File: src/rtl/regilock_pkg.sv
package regilock_pkg;
   // Selects how register 0 behaves in the lock array
   typedef enum logic [0:0] {
      ZERO_FIXED    = 1'b0,
      ZERO_LOCKABLE = 1'b1
   } zero_mode_e;
endpackage

File: src/rtl/regilock_dec.sv
module regilock_dec #(
   parameter int NREG = 32,
   parameter int IDXW = (NREG > 1) ? $clog2(NREG) : 1
) (
   input  logic            en,
   input  logic [IDXW-1:0] idx,
   output logic [NREG-1:0] onehot
);
   always_comb begin
      onehot = '0;
      for (int i = 0; i < NREG; i++) begin
         if (en && (idx == IDXW'(i))) onehot[i] = 1'b1;
      end
   end
endmodule

File: src/rtl/regilock_bits.sv
module regilock_bits
   import regilock_pkg::*;
#(
   parameter int         NREG      = 32,
   parameter zero_mode_e ZERO_MODE = ZERO_FIXED
) (
   input  logic            clk,
   input  logic            rst_n,
   input  logic [NREG-1:0] set_vec,
   input  logic [NREG-1:0] clr_vec,
   output logic [NREG-1:0] lock_q
);
   localparam logic [NREG-1:0] LOCKABLE =
      (ZERO_MODE == ZERO_FIXED) ? {{(NREG-1){1'b1}}, 1'b0} : {NREG{1'b1}};

   // set is applied after clear: a new producer wins over an older write-back
   always_ff @(posedge clk or negedge rst_n) begin
      if (!rst_n) lock_q <= '0;
      else        lock_q <= ((lock_q & ~clr_vec) | set_vec) & LOCKABLE;
   end


   lock_hold_chk: assert property (@(posedge clk) disable iff (!rst_n)
      ((set_vec == '0) && (clr_vec == '0)) |=> $stable(lock_q));


   set_wins_chk: assert property (@(posedge clk) disable iff (!rst_n)
      ((set_vec & LOCKABLE) != '0) |=> ((lock_q & $past(set_vec & LOCKABLE)) == $past(set_vec & LOCKABLE)));
endmodule

File: src/rtl/regilock_hazard.sv
module regilock_hazard #(
   parameter int NREG = 32
) (
   input  logic [NREG-1:0] lock_q,
   input  logic [NREG-1:0] clr_vec,
   input  logic [NREG-1:0] sel_a,
   input  logic [NREG-1:0] sel_b,
   output logic            stall
);
   logic [NREG-1:0] eff_lock;
   logic            hit_a, hit_b;

   // a register released this cycle is already readable
   assign eff_lock = lock_q & ~clr_vec;
   assign hit_a    = |(sel_a & eff_lock);
   assign hit_b    = |(sel_b & eff_lock);
   assign stall    = hit_a | hit_b;
endmodule

File: src/rtl/regilock_sb.sv
module regilock_sb
   import regilock_pkg::*;
#(
   parameter int         NREG      = 32,
   parameter zero_mode_e ZERO_MODE = ZERO_FIXED,
   parameter int         IDXW      = (NREG > 1) ? $clog2(NREG) : 1
) (
   input  logic            clk,
   input  logic            rst_n,
   input  logic            iss_vld,
   input  logic [IDXW-1:0] iss_dst,
   input  logic            iss_wen,
   input  logic [IDXW-1:0] src_a,
   input  logic [IDXW-1:0] src_b,
   input  logic            wb_vld,
   input  logic [IDXW-1:0] wb_idx,
   output logic            stall,
   output logic [NREG-1:0] lock_vec
);
   generate
      if (NREG < 2) begin : g_bad_nreg
         $error("regilock_sb: NREG must be at least 2");
      end
      if ((1 << IDXW) < NREG) begin : g_bad_idxw
         $error("regilock_sb: IDXW too narrow for NREG");
      end
   endgenerate

   logic [NREG-1:0] set_vec, clr_vec, sel_a, sel_b;

   regilock_dec #(.NREG(NREG), .IDXW(IDXW)) u_dec_set (
      .en(iss_vld & iss_wen), .idx(iss_dst), .onehot(set_vec));
   regilock_dec #(.NREG(NREG), .IDXW(IDXW)) u_dec_clr (
      .en(wb_vld), .idx(wb_idx), .onehot(clr_vec));
   regilock_dec #(.NREG(NREG), .IDXW(IDXW)) u_dec_a (
      .en(1'b1), .idx(src_a), .onehot(sel_a));
   regilock_dec #(.NREG(NREG), .IDXW(IDXW)) u_dec_b (
      .en(1'b1), .idx(src_b), .onehot(sel_b));

   regilock_bits #(.NREG(NREG), .ZERO_MODE(ZERO_MODE)) u_bits (
      .clk(clk), .rst_n(rst_n), .set_vec(set_vec), .clr_vec(clr_vec),
      .lock_q(lock_vec));

   regilock_hazard #(.NREG(NREG)) u_haz (
      .lock_q(lock_vec), .clr_vec(clr_vec), .sel_a(sel_a), .sel_b(sel_b),
      .stall(stall));


   lock_set_chk: assert property (@(posedge clk) disable iff (!rst_n)
      (iss_vld && iss_wen && (iss_dst != '0)) |=> lock_vec[$past(iss_dst)]);


   lock_clr_chk: assert property (@(posedge clk) disable iff (!rst_n)
      (wb_vld && !(iss_vld && iss_wen && (iss_dst == wb_idx))) |=> !lock_vec[$past(wb_idx)]);


   idle_no_stall_chk: assert property (@(posedge clk) disable iff (!rst_n)
      (lock_vec == '0) |-> !stall);


   zero_src_chk: assert property (@(posedge clk) disable iff (!rst_n)
      ((src_a == '0) && (src_b == '0) && (ZERO_MODE == ZERO_FIXED)) |-> !stall);


   wb_bypass_chk: assert property (@(posedge clk) disable iff (!rst_n)
      (wb_vld && (src_a == wb_idx) && (src_b == wb_idx)) |-> !stall);
endmodule

File: config.mk
export PLATFORM = sky130hd
export DESIGN_NAME = regilock_sb
export DESIGN_NICKNAME = d
export VERILOG_FILES = /design/src/rtl/regilock_pkg.sv /design/src/rtl/regilock_dec.sv /design/src/rtl/regilock_bits.sv /design/src/rtl/regilock_hazard.sv /design/src/rtl/regilock_sb.sv
export SDC_FILE = /design/constraint.sdc
export NUM_CORES = 1
export LEC_CHECK = 0
export ABC_AREA = 1
export BUFFER_PORTS_ARGS = -buffer_cell sky130_fd_sc_hd__buf_2
export CAP_MARGIN = 20
export CORE_MARGIN = 2
export CORE_UTILIZATION = 45
export DETAILED_ROUTE_END_ITERATION = 6
export HOLD_SLACK_MARGIN = 0.03
export PLACE_DENSITY = 0.69
export REMOVE_ABC_BUFFERS = 1
export SETUP_SLACK_MARGIN = 0.4
export SLEW_MARGIN = 20
export SYNTH_ARGS = -nofsm -noshare
export SYNTH_HDL_FRONTEND = slang
export SYNTH_SLANG_ARGS = --single-unit
File: constraint.sdc
create_clock -name clk -period 2.55 [get_ports clk]
set_input_delay 0.255 -clock clk [delete_from_list [all_inputs] [get_ports clk]]
set_output_delay 0.255 -clock clk [all_outputs]
set_load 0.1 [all_outputs]
==> impl_metrics.py, run 1 <==
metrics = {
    "run_status": {
        "outcome": "completed",
    },
    "clock_tree": {
        "cts_tree": "done",
        "htreeDepth": 2,
        "clk_pin_slew_ns": 0.07,
        "cts-root-buf": "clkbuf_8",
        "cts_buffer_depth": 2,
        "clock-sinks": 31,
        "insertion_delay_ns": 0.29,
        "numCtsBuffers": 5,
    },
    "global_route": {
        "grt_pass1_vias": 2712,
        "gr-total-overflow": 0,
        "grt.total_usage_pct": 29.78,
        "grt_max_degree": 32,
        "antenna_found_initial": 0,
        "grt_pass1_wl_mm": 13.94,
    },
    "cells_and_area": {
        "fill_cells": 514,
        "final_area_um2": 3029,
        "final_util_pct": 58.56,
        "seq_area_um2": 775.7,
        "syn2layout_area_growth_pct": 23.58,
        "drive_above_1_share_pct": 19.67,
        "nets": 512,
        "antenna_cells": 0,
        "instances_no_fill": 558,
        "reg_top3": "u_bits.lock_q (31)",
        "largest_reg_flops": 31,
        "top_register": "u_bits.lock_q",
        "multi_input_area_um2": 1543,
    },
    "synthesis": {
        "yosysTopAreaCell": "dfrtp_1",
        "avgSynthCellArea_um2": 5.767,
        "synth_top_cell_area_share_pct": 31.65,
        "yosys-top-cells-area": "dfrtp_1 32%, nor2_1 17%, nand2_1 17%",
        "syn_area_um2": 2451,
        "yosys-top-cells-count": "110 x nor2_1, 109 x nand2_1, 80 x nand3_1",
        "synth_edf_count": 0,
        "netlist_instances": 425,
        "yosysSeqAreaShare_pct": 31.65,
        "yosys.cell_count.top_type": "nor2_1",
        "async_reset_ff_share_pct": 100.0,
        "yosysWarnings": 0,
        "synth_cell_type_count": 18,
        "synth_seq_cells": 31,
        "synth_ff_type": "dfrtp_1",
    },
    "power": {
        "finalPower_mw": 2.276,
        "ir_drop_mv": 0.5401,
        "powerDensity_nw_per_um2": 751.3,
        "power.leakage_nw": 1.464,
    },
    "sta": {
        "slew_violations": 0,
        "setup_slack_ns": 0.5001,
        "setup_viol": 0,
        "max_freq_mhz": 487.8,
        "finalHoldWorstSlack_ns": 0.3242,
        "hold_violations": 0,
        "worst_slew_pin_slew_ns": 0.7240,
        "max_slew_margin_pct": 51.73,
        "period_minus_slack_ns": 2.050,
        "fin_crit_sh_pct": 80.39,
        "skew_ns": 0,
        "setup-tns-final_ns": 0,
        "rsz0062_at_grt": "no",
    },
    "routing": {
        "remaining_drc_errors": 0,
        "wl_per_cell_um": 16.02,
        "vias": 3105,
        "drt_pass1_iterations": 5,
        "vias_per_cell": 5.565,
        "wirelength_mm": 8.940,
        "drt_iter0_drc": 277,
        "ant_nets": 0,
    },
    "floorplan": {
        "dieArea_um2": 6054,
        "rows": 26,
        "fp.dieH_um": 77.81,
        "io_pins": 58,
        "design.core.area_um2": 5172,
        "die_x_um": 77.81,
        "start_util_pct": 47.39,
    },
    "placement": {
        "dp.cells": 543,
        "port-buffer-count": 56,
        "place_area_um2": 2790,
        "place_ws_ns": 0.3761,
        "dpl.hpwl_mm": 6.851,
        "place.gp.congestion": 0.9822,
    },
    "setup_path": {
        "path_class": "in2out",
        "crit_fanout": 8,
        "worst_setup_path_start_kind": "primary input",
        "required_ns": 2.30,
        "arrival_ns": 1.79,
        "endpoint_kind": "output port",
    },
    "min_path": {
        "hp-class": "in2reg",
    },
    "run": {
        "cap_violations": 0,
    },
}
placed cells by master, fill, tap and decap left out, types with 5 or more instances in the layout:
cell type,n
buf_2,54
buf_4,6
clkbuf_8,5
clkinvlp_4,5
dfrtp_1,31
inv_1,36
nand2_1,103
nand2_2,6
nand3_1,74
nand3_2,6
nor2_1,105
nor2_2,6
o21ai_0,31
critical path, cell delays in order:
cell and delay (ns):
buf_2 0.15, inv_1 0.09, nor2_4 0.23, nand3_2 0.15, nand2_2 0.10, nor2_1 0.07
nor2_1 0.09, nand2_1 0.06, nor2_1 0.12, nand2_1 0.09, nor2_1 0.13, nand2_2 0.09
buf_12 0.17
layer usage:
layer	vias to the layer above	wire length (µm)	global-route usage [%]
li1	1491	-	-
met5	-	0	0
met2	194	4054	45.43
met3	19	770	4.070
met1	1401	3923	43.05
met4	0	191	10.36
final timing paths:
kind	start	end	slack (ns)	cells past startpoint
max	wb_idx[2]	stall	0.50	13
min	iss_dst[2]	u_bits.lock_q[16]	0.32	4
max reg2reg	u_bits.lock_q[19]	u_bits.lock_q[19]	1.71	2
min reg2reg	u_bits.lock_q[14]	u_bits.lock_q[14]	0.55	2
max in group asynchronous	rst_n	u_bits.lock_q[29]	1.53	2
min in group asynchronous	rst_n	u_bits.lock_q[11]	0.56	2
area by class of cell:
class,instances,area share [%]
Inverter,39,5.081
Sequential cell,31,25.61
Clock buffer,5,2.272
Multi-Input combinational cell,345,50.93
Tap cell,70,2.891
Timing Repair inverter,1,0.2478
Timing Repair Buffer,64,12.31
Clock inverter,3,0.6609
power by group:
group / switching (mW) / internal, mW / total [mW]
Clock: 0.204 / 0.190 / 0.394
Sequential: 0.0729 / 0.583 / 0.656
Combinational: 1.04 / 0.187 / 1.23
what timing repair did:
item                       in CTS  in global routing
hold endpoints to repair       30                  0
pin swaps                       0                  4
buffers inserted                0                  5
gates cloned                    0                  1
resized for setup               2                 22
setup endpoints to repair       1                  1
hold buffers                    1                  0
cells by family (layout without fill, tap and decap cells):
group                  after synthesis  count (layout)  share of synthesized area, %
AO/OA/AOI/OAI                       31              31                         6.330
buffers and inverters               49             112                         8.371
flip-flops                          31              31                         31.65
other                                1               1                        0.1530
AND/OR/NAND/NOR                    313             313                         53.50
Note: power is estimated with default switching activity, not from simulation.
==> run 2: changes to the inputs <==
--- a/config.mk
+++ b/config.mk
@@ -5,14 +5,14 @@
 export SDC_FILE = /design/constraint.sdc
 export NUM_CORES = 1
 export LEC_CHECK = 0
-export ABC_AREA = 1
+export ABC_AREA = 0
 export BUFFER_PORTS_ARGS = -buffer_cell sky130_fd_sc_hd__buf_2
 export CAP_MARGIN = 20
 export CORE_MARGIN = 2
 export CORE_UTILIZATION = 45
 export DETAILED_ROUTE_END_ITERATION = 6
 export HOLD_SLACK_MARGIN = 0.03
-export PLACE_DENSITY = 0.69
+export PLACE_DENSITY = 0.7
 export REMOVE_ABC_BUFFERS = 1
 export SETUP_SLACK_MARGIN = 0.4
 export SLEW_MARGIN = 20
==> constraint.sdc (replaced) <==
create_clock -name clk -period 1.9 [get_ports clk]
set_input_delay 0.19 -clock clk [delete_from_list [all_inputs] [get_ports clk]]
set_output_delay 0.19 -clock clk [all_outputs]
set_load 0.1 [all_outputs]
==> impl_metrics.py, run 2 <==
metrics = {
    "cells_and_area": {
        "nets": 363,
        "final_cell_mix": "55 x buf_2, 45 x buf_4, 38 x o21ai_0",
        "drive_above_1_share_pct": 37.76,
        "antenna_cells": 0,
        "top_register": "u_bits.lock_q",
        "largest_reg_flops": 31,
        "layout_commonest_cell": "buf_2",
        "reg_top3": "u_bits.lock_q (31)",
        "syn2layout_area_growth_pct": 38.60,
        "final_area_um2": 2889,
    },
    "global_route": {
        "gr-total-overflow": 0,
        "grt_pass1_wl_mm": 11.45,
        "grt_pass1_vias": 2285,
        "antenna_found_initial": 0,
        "gr-max-usage-layer": "met2",
        "grtUsageMet3_pct": 7.917,
        "grt_util_met1_pct": 38.87,
        "grt.total_usage_pct": 29.16,
        "grt_max_degree": 32,
        "gr-usage-met2_pct": 45.87,
    },
    "floorplan": {
        "design.core.area_um2": 4414,
        "dieArea_um2": 5193,
        "rows": 24,
        "fp.dieH_um": 72.06,
        "die_x_um": 72.06,
        "start_util_pct": 47.22,
        "io_pins": 58,
    },
    "synthesis": {
        "yosys-top-cells-count": "39 x o21ai_0, 31 x dfrtp_1, 24 x o21ai_1",
        "yosys-top-cells-area": "dfrtp_1 37%, o21ai_0 9.4%, o21ai_1 5.8%",
        "synth_ff_type": "dfrtp_1",
        "synth_edf_count": 0,
        "synth_seq_cells": 31,
        "avgSynthCellArea_um2": 8.649,
        "yosysWarnings": 0,
        "synth_top_cell_area_share_pct": 37.21,
        "yosys.cell_count.top_type": "o21ai_0",
        "synth_cell_type_count": 46,
        "async_reset_ff_share_pct": 100.0,
        "yosysSeqAreaShare_pct": 37.21,
        "netlist_instances": 241,
        "yosysTopAreaCell": "dfrtp_1",
        "syn_area_um2": 2084,
    },
    "clock_tree": {
        "numCtsBuffers": 5,
        "htreeDepth": 2,
        "cts_buffer_depth": 2,
        "cts_tree": "done",
        "cts-root-buf": "clkbuf_8",
        "clk_pin_slew_ns": 0.06,
        "clock-sinks": 31,
        "insertion_delay_ns": 0.29,
    },
    "min_path": {
        "min_path_cells": 4,
        "hp-class": "in2reg",
        "hp-start": "iss_dst[2]",
        "holdPathEnd": "u_bits.lock_q[2]",
    },
    "routing": {
        "vias_per_cell": 6.113,
        "vias": 2390,
        "drt_pass1_iterations": 5,
        "ant_nets": 0,
        "remaining_drc_errors": 0,
        "wirelength_mm": 7.240,
        "wl_per_cell_um": 18.52,
        "drt_iter0_drc": 183,
    },
    "sta": {
        "worst_slew_pin_slew_ns": 0.6798,
        "slew_violations": 0,
        "fin_crit_sh_pct": 120.7,
        "rsz0062_at_grt": "yes",
        "setup_viol": 1,
        "period_minus_slack_ns": 2.294,
        "max_freq_mhz": 435.9,
        "setup_slack_ns": -0.3939,
        "finalHoldWorstSlack_ns": 0.2712,
        "hold_violations": 0,
        "max_slew_margin_pct": 54.68,
        "skew_ns": 0,
    },
    "placement": {
        "place.gp.congestion": 0.9548,
        "port-buffer-count": 56,
        "place_area_um2": 2683,
        "dpl.hpwl_mm": 5.635,
    },
    "setup_path": {
        "worst_setup_path_start_kind": "primary input",
        "arrival_ns": 2.10,
        "worstReg2RegStart": "u_bits.lock_q[20]",
        "endpoint_kind": "output port",
        "slowest_delay_ns": 0.39,
        "crit_fanout": 7,
        "cp_num_buf_inv": 2,
        "cpMaxStageDelayCell": "or2_1",
        "ff2ff_setup_slack_ns": 1.01,
        "required_ns": 1.71,
        "r2r-end": "u_bits.lock_q[20]",
        "path_class": "in2out",
        "crit_family": "simple AND/OR/NAND/NOR gates",
        "path_cells": "buf_2 > or2_1 > o21ai_2 > mux2_2 > o32ai_1 > a211o_1 > nor4_2 > nand3_1 > buf_12",
        "r2r_cells": 3,
    },
    "power": {
        "ir_drop_mv": 1.381,
        "finalPower_mw": 3.403,
        "power.leakage_nw": 1.283,
        "powerDensity_nw_per_um2": 1178,
    },
    "run": {
        "cap_violations": 0,
    },
    "run_status": {
        "violations": "negative setup slack",
        "outcome": "finished, violations left",
    },
}
## run 2: cell types whose count changed in the layout (fill, tap and decap cells not counted), moves of 7 or more
cell,delta
nor2_1,-95
nand2_1,-84
nand3_1,-67
buf_4,+39
inv_1,-36
o21ai_1,+21
mux2i_1,+10
nand2b_1,+7
o21ai_0,+7
## run 2: kinds of logic (layout without fill, tap and decap cells)
family / count (synthesis) / in the layout / synth area share (%)
other: 1 / 1 / 0.1799
AND/OR/NAND/NOR: 94 / 94 / 26.59
flip-flops: 31 / 31 / 37.21
buffers and inverters: 12 / 110 / 4.081
multiplexers: 14 / 14 / 7.503
AO/OA/AOI/OAI: 89 / 89 / 24.43
## run 2: layout make-up
cell class / count / area (µm²)
Clock buffer: 6 / 72.57
Clock inverter: 2 / 60.06
Fill cell: 392 / 1525
Multi-Input combinational cell: 198 / 1272
Sequential cell: 31 / 775.7
Tap cell: 52 / 65.06
Timing Repair Buffer: 102 / 643.1
## run 2: worst min-delay path, delay by kind of cell
| family | cells | cell delay, ns |
|---|---|---|
| simple gates | 2 | 0.16 |
| buf+inv | 1 | 0.08 |
| compound gates | 1 | 0.08 |
## run 2: how the worst max path moves through the flow
stage                       from    end  slack [ns]  cells past startpoint
2_1_floorplan  u_bits.lock_q[15]  stall       -0.92                      5
3_3_place_gp           wb_idx[1]  stall       -0.43                      9
3_5_place_dp           wb_idx[2]  stall       -0.41                      9
4_1_cts                wb_idx[2]  stall       -0.34                      9
5_1_grt                wb_idx[3]  stall       -0.49                      9
6_report               wb_idx[1]  stall       -0.39                      9
## run 2: through the flow
| step | TNS [ns] | worst slack, ns | utilization [%] | std cells |
|---|---|---|---|---|
| 3_5_place_dp | -0.4146 | -0.4146 | 60.77 | 382 |
| 3_3_place_gp | -0.4348 | -0.4348 | 60.77 | 382 |
| 4_1_cts | -0.3431 | -0.3431 | 64.14 | 391 |
| 5_1_grt | -0.4941 | -0.4941 | 65.45 | 391 |
| 2_1_floorplan | -0.9180 | -0.9180 | - | 229 |
| 6_report | -0.3939 | -0.3939 | 65.45 | 391 |
## run 2: metal layers
| layer | vias to the layer above | wire, µm | share of wire, % |
|---|---|---|---|
| met1 | 1112 | 3041 | 42 |
| met2 | 145 | 3326 | 46 |
| met4 | 0 | 185 | 2.6 |
| met5 | - | 0 | 0 |
| li1 | 1114 | - | - |
| met3 | 19 | 686 | 9.5 |
## run 2: timing repair
| action | CTS | global route |
|---|---|---|
| setup endpoints to repair | 1 | 1 |
| setup buffers | 0 | 0 |
| hold buffers | 1 | 0 |
| pin swaps | 0 | 3 |
| resized for setup | 2 | 13 |
| hold endpoints to repair | 31 | 0 |
## run 2: report_power, final
part / leakage [nW] / switching (mW) / total [mW] / internal (mW)
Sequential: 0.402 / 0.0769 / 0.860 / 0.783
Combinational: 0.816 / 1.39 / 1.78 / 0.390
Clock: 0.0654 / 0.240 / 0.764 / 0.524
==> run 3: changes to the inputs <==
--- a/config.mk
+++ b/config.mk
@@ -5,14 +5,13 @@
 export SDC_FILE = /design/constraint.sdc
 export NUM_CORES = 1
 export LEC_CHECK = 0
-export ABC_AREA = 0
+export ABC_AREA = 1
 export BUFFER_PORTS_ARGS = -buffer_cell sky130_fd_sc_hd__buf_2
 export CAP_MARGIN = 20
 export CORE_MARGIN = 2
-export CORE_UTILIZATION = 45
+export CORE_UTILIZATION = 40
 export DETAILED_ROUTE_END_ITERATION = 6
 export HOLD_SLACK_MARGIN = 0.03
-export PLACE_DENSITY = 0.7
 export REMOVE_ABC_BUFFERS = 1
 export SETUP_SLACK_MARGIN = 0.4
 export SLEW_MARGIN = 20
==> impl_metrics.py, run 3 (synthesized netlist as in run 1, its figures left out) <==
metrics = {
    "placement": {
        "port-buffer-count": 56,
        "dpl.hpwl_mm": 7.372,
        "place.gp.congestion": 0.9783,
        "dp.cells": 571,
        "place_ws_ns": -0.02836,
    },
    "sta": {
        "max_slew_margin_pct": 51.21,
        "max_freq_mhz": 542.0,
        "period_minus_slack_ns": 1.845,
        "worst_slew_pin_slew_ns": 0.7319,
        "rsz0062_at_grt": "yes",
        "skew_ns": 0,
        "fin_crit_sh_pct": 97.10,
        "hold_violations": 0,
        "slew_violations": 0,
        "setup_viol": 0,
        "setup_slack_ns": 0.05505,
    },
    "floorplan": {
        "fp.dieH_um": 82.28,
        "rows": 28,
        "io_pins": 58,
        "dieArea_um2": 6770,
        "start_util_pct": 41.40,
        "die_x_um": 82.28,
        "design.core.area_um2": 5921,
    },
    "cells_and_area": {
        "top_register": "u_bits.lock_q",
        "largest_reg_flops": 31,
        "antenna_cells": 0,
        "syn2layout_area_growth_pct": 49.51,
        "layout_commonest_cell": "nor2_1",
        "final_cell_mix": "103 x nor2_1, 86 x nand2_1, 56 x nand3_1",
        "fill_cells": 549,
        "nets": 549,
        "reg_top3": "u_bits.lock_q (31)",
        "drive_above_1_share_pct": 33.21,
        "instances_no_fill": 599,
    },
    "routing": {
        "vias_per_cell": 5.469,
        "drt_pass1_iterations": 5,
        "wirelength_mm": 10.02,
        "ant_nets": 0,
        "remaining_drc_errors": 0,
        "wl_per_cell_um": 16.72,
        "vias": 3276,
        "drt_iter0_drc": 258,
    },
    "global_route": {
        "gr-total-overflow": 0,
        "antenna_found_initial": 0,
        "grt.total_usage_pct": 28.64,
        "grt_max_degree": 32,
        "grt_pass1_wl_mm": 14.36,
        "grt_pass1_vias": 2821,
    },
    "min_path": {
        "min_path_cells": 4,
        "holdPathEnd": "u_bits.lock_q[16]",
        "hp-class": "in2reg",
        "hp-start": "iss_dst[2]",
    },
    "clock_tree": {
        "numCtsBuffers": 5,
        "cts_buffer_depth": 2,
        "clock-sinks": 31,
        "insertion_delay_ns": 0.28,
        "cts-root-buf": "clkbuf_8",
        "htreeDepth": 2,
        "clk_pin_slew_ns": 0.06,
        "cts_tree": "done",
    },
    "setup_path": {
        "path_class": "in2out",
        "arrival_ns": 1.65,
        "ff2ff_setup_slack_ns": 1.03,
        "r2r-end": "u_bits.lock_q[5]",
        "r2r_cells": 4,
        "worst_setup_path_start_kind": "primary input",
        "worstReg2RegStart": "u_bits.lock_q[5]",
        "required_ns": 1.71,
        "endpoint_kind": "output port",
        "crit_fanout": 5,
    },
    "run_status": {
        "outcome": "completed",
    },
    "power": {
        "finalPower_mw": 3.245,
        "powerDensity_nw_per_um2": 885.5,
        "power.leakage_nw": 1.712,
        "ir_drop_mv": 0.6323,
    },
    "run": {
        "cap_violations": 0,
    },
}
## run 3: cell count changes in the layout (fill, tap and decap cells not counted), sizes merged, moves of 5 or more
cell	previous run	this run
nor2	10	115
nand2	20	109
nand3	7	80
inv	0	38
o21ai	66	31
mux2i	10	0
nand2b	8	0
nor2b	6	0
nor3	10	4
a21oi	5	0
nand4	9	4
o22ai	5	0
## run 3: final cells by class
cell class	count	area [µm²]	area share, %
multi-input cells	345	1780	48.58
well taps	75	93.84	2.561
clock inverters	1	5.005	0.1366
flip-flops and latches	31	775.7	21.17
inverters	39	151.4	4.131
repair buffers	102	775.7	21.17
clock buffers	6	82.58	2.253
## run 3: layer usage
metal / GRT usage (%) / wire length (µm)
met1: 40.43 / 4286
met2: 45.89 / 4827
met3: 3.370 / 714
met4: 8.500 / 189
met5: 0 / 0
## run 3: worst max path at each step
| stage | startpoint | to | slack [ns] |
|---|---|---|---|
| after floorplan | u_bits.lock_q[24] | stall | -0.34 |
| after global placement | wb_idx[1] | stall | -0.03 |
| after detailed placement | wb_idx[1] | stall | -0.03 |
| after CTS | wb_idx[4] | stall | 0.08 |
| after global routing | wb_idx[1] | stall | -0.05 |
| final | wb_idx[1] | stall | 0.06 |
## run 3: what timing repair did
item	CTS	global route
endpoints found under the setup margin	1	1
gates resized for setup	4	101
hold buffers	1	0
gates cloned	0	2
pin swaps	0	51
endpoints found under the hold margin	31	0
buffers inserted	0	18
## run 3: where the power goes
group / internal (mW) / total (mW) / switching (mW)
Sequential: 0.783 / 0.903 / 0.120
Combinational: 0.366 / 1.81 / 1.44
Clock: 0.284 / 0.536 / 0.252
## run 3: metrics by stage
stage | hold slack, ns | TNS, ns | util [%] | instance area (µm²)
finish | 0.2813 | 0 | 61.90 | 3665
global route | 0.3322 | -0.04867 | 61.90 | 3665
global placement | 0.2779 | -0.02656 | 50.32 | 2979
detailed placement | 0.2852 | -0.02836 | 50.32 | 2979
CTS | 0.2800 | 0 | 52.24 | 3093
floorplan | -0.1056 | -0.3416 | - | 2392
## run 3: worst max-delay path, cell delays in order
cell	delay [ns]
buf_4	0.12
inv_2	0.05
nor2_4	0.21
buf_6	0.17
nand3_4	0.07
nand2_2	0.09
nor2_1	0.04
nor2_1	0.10
nand2_1	0.07
nor2_1	0.12
nand2_1	0.07
nor2_1	0.09
nand2_1	0.10
buf_12	0.18
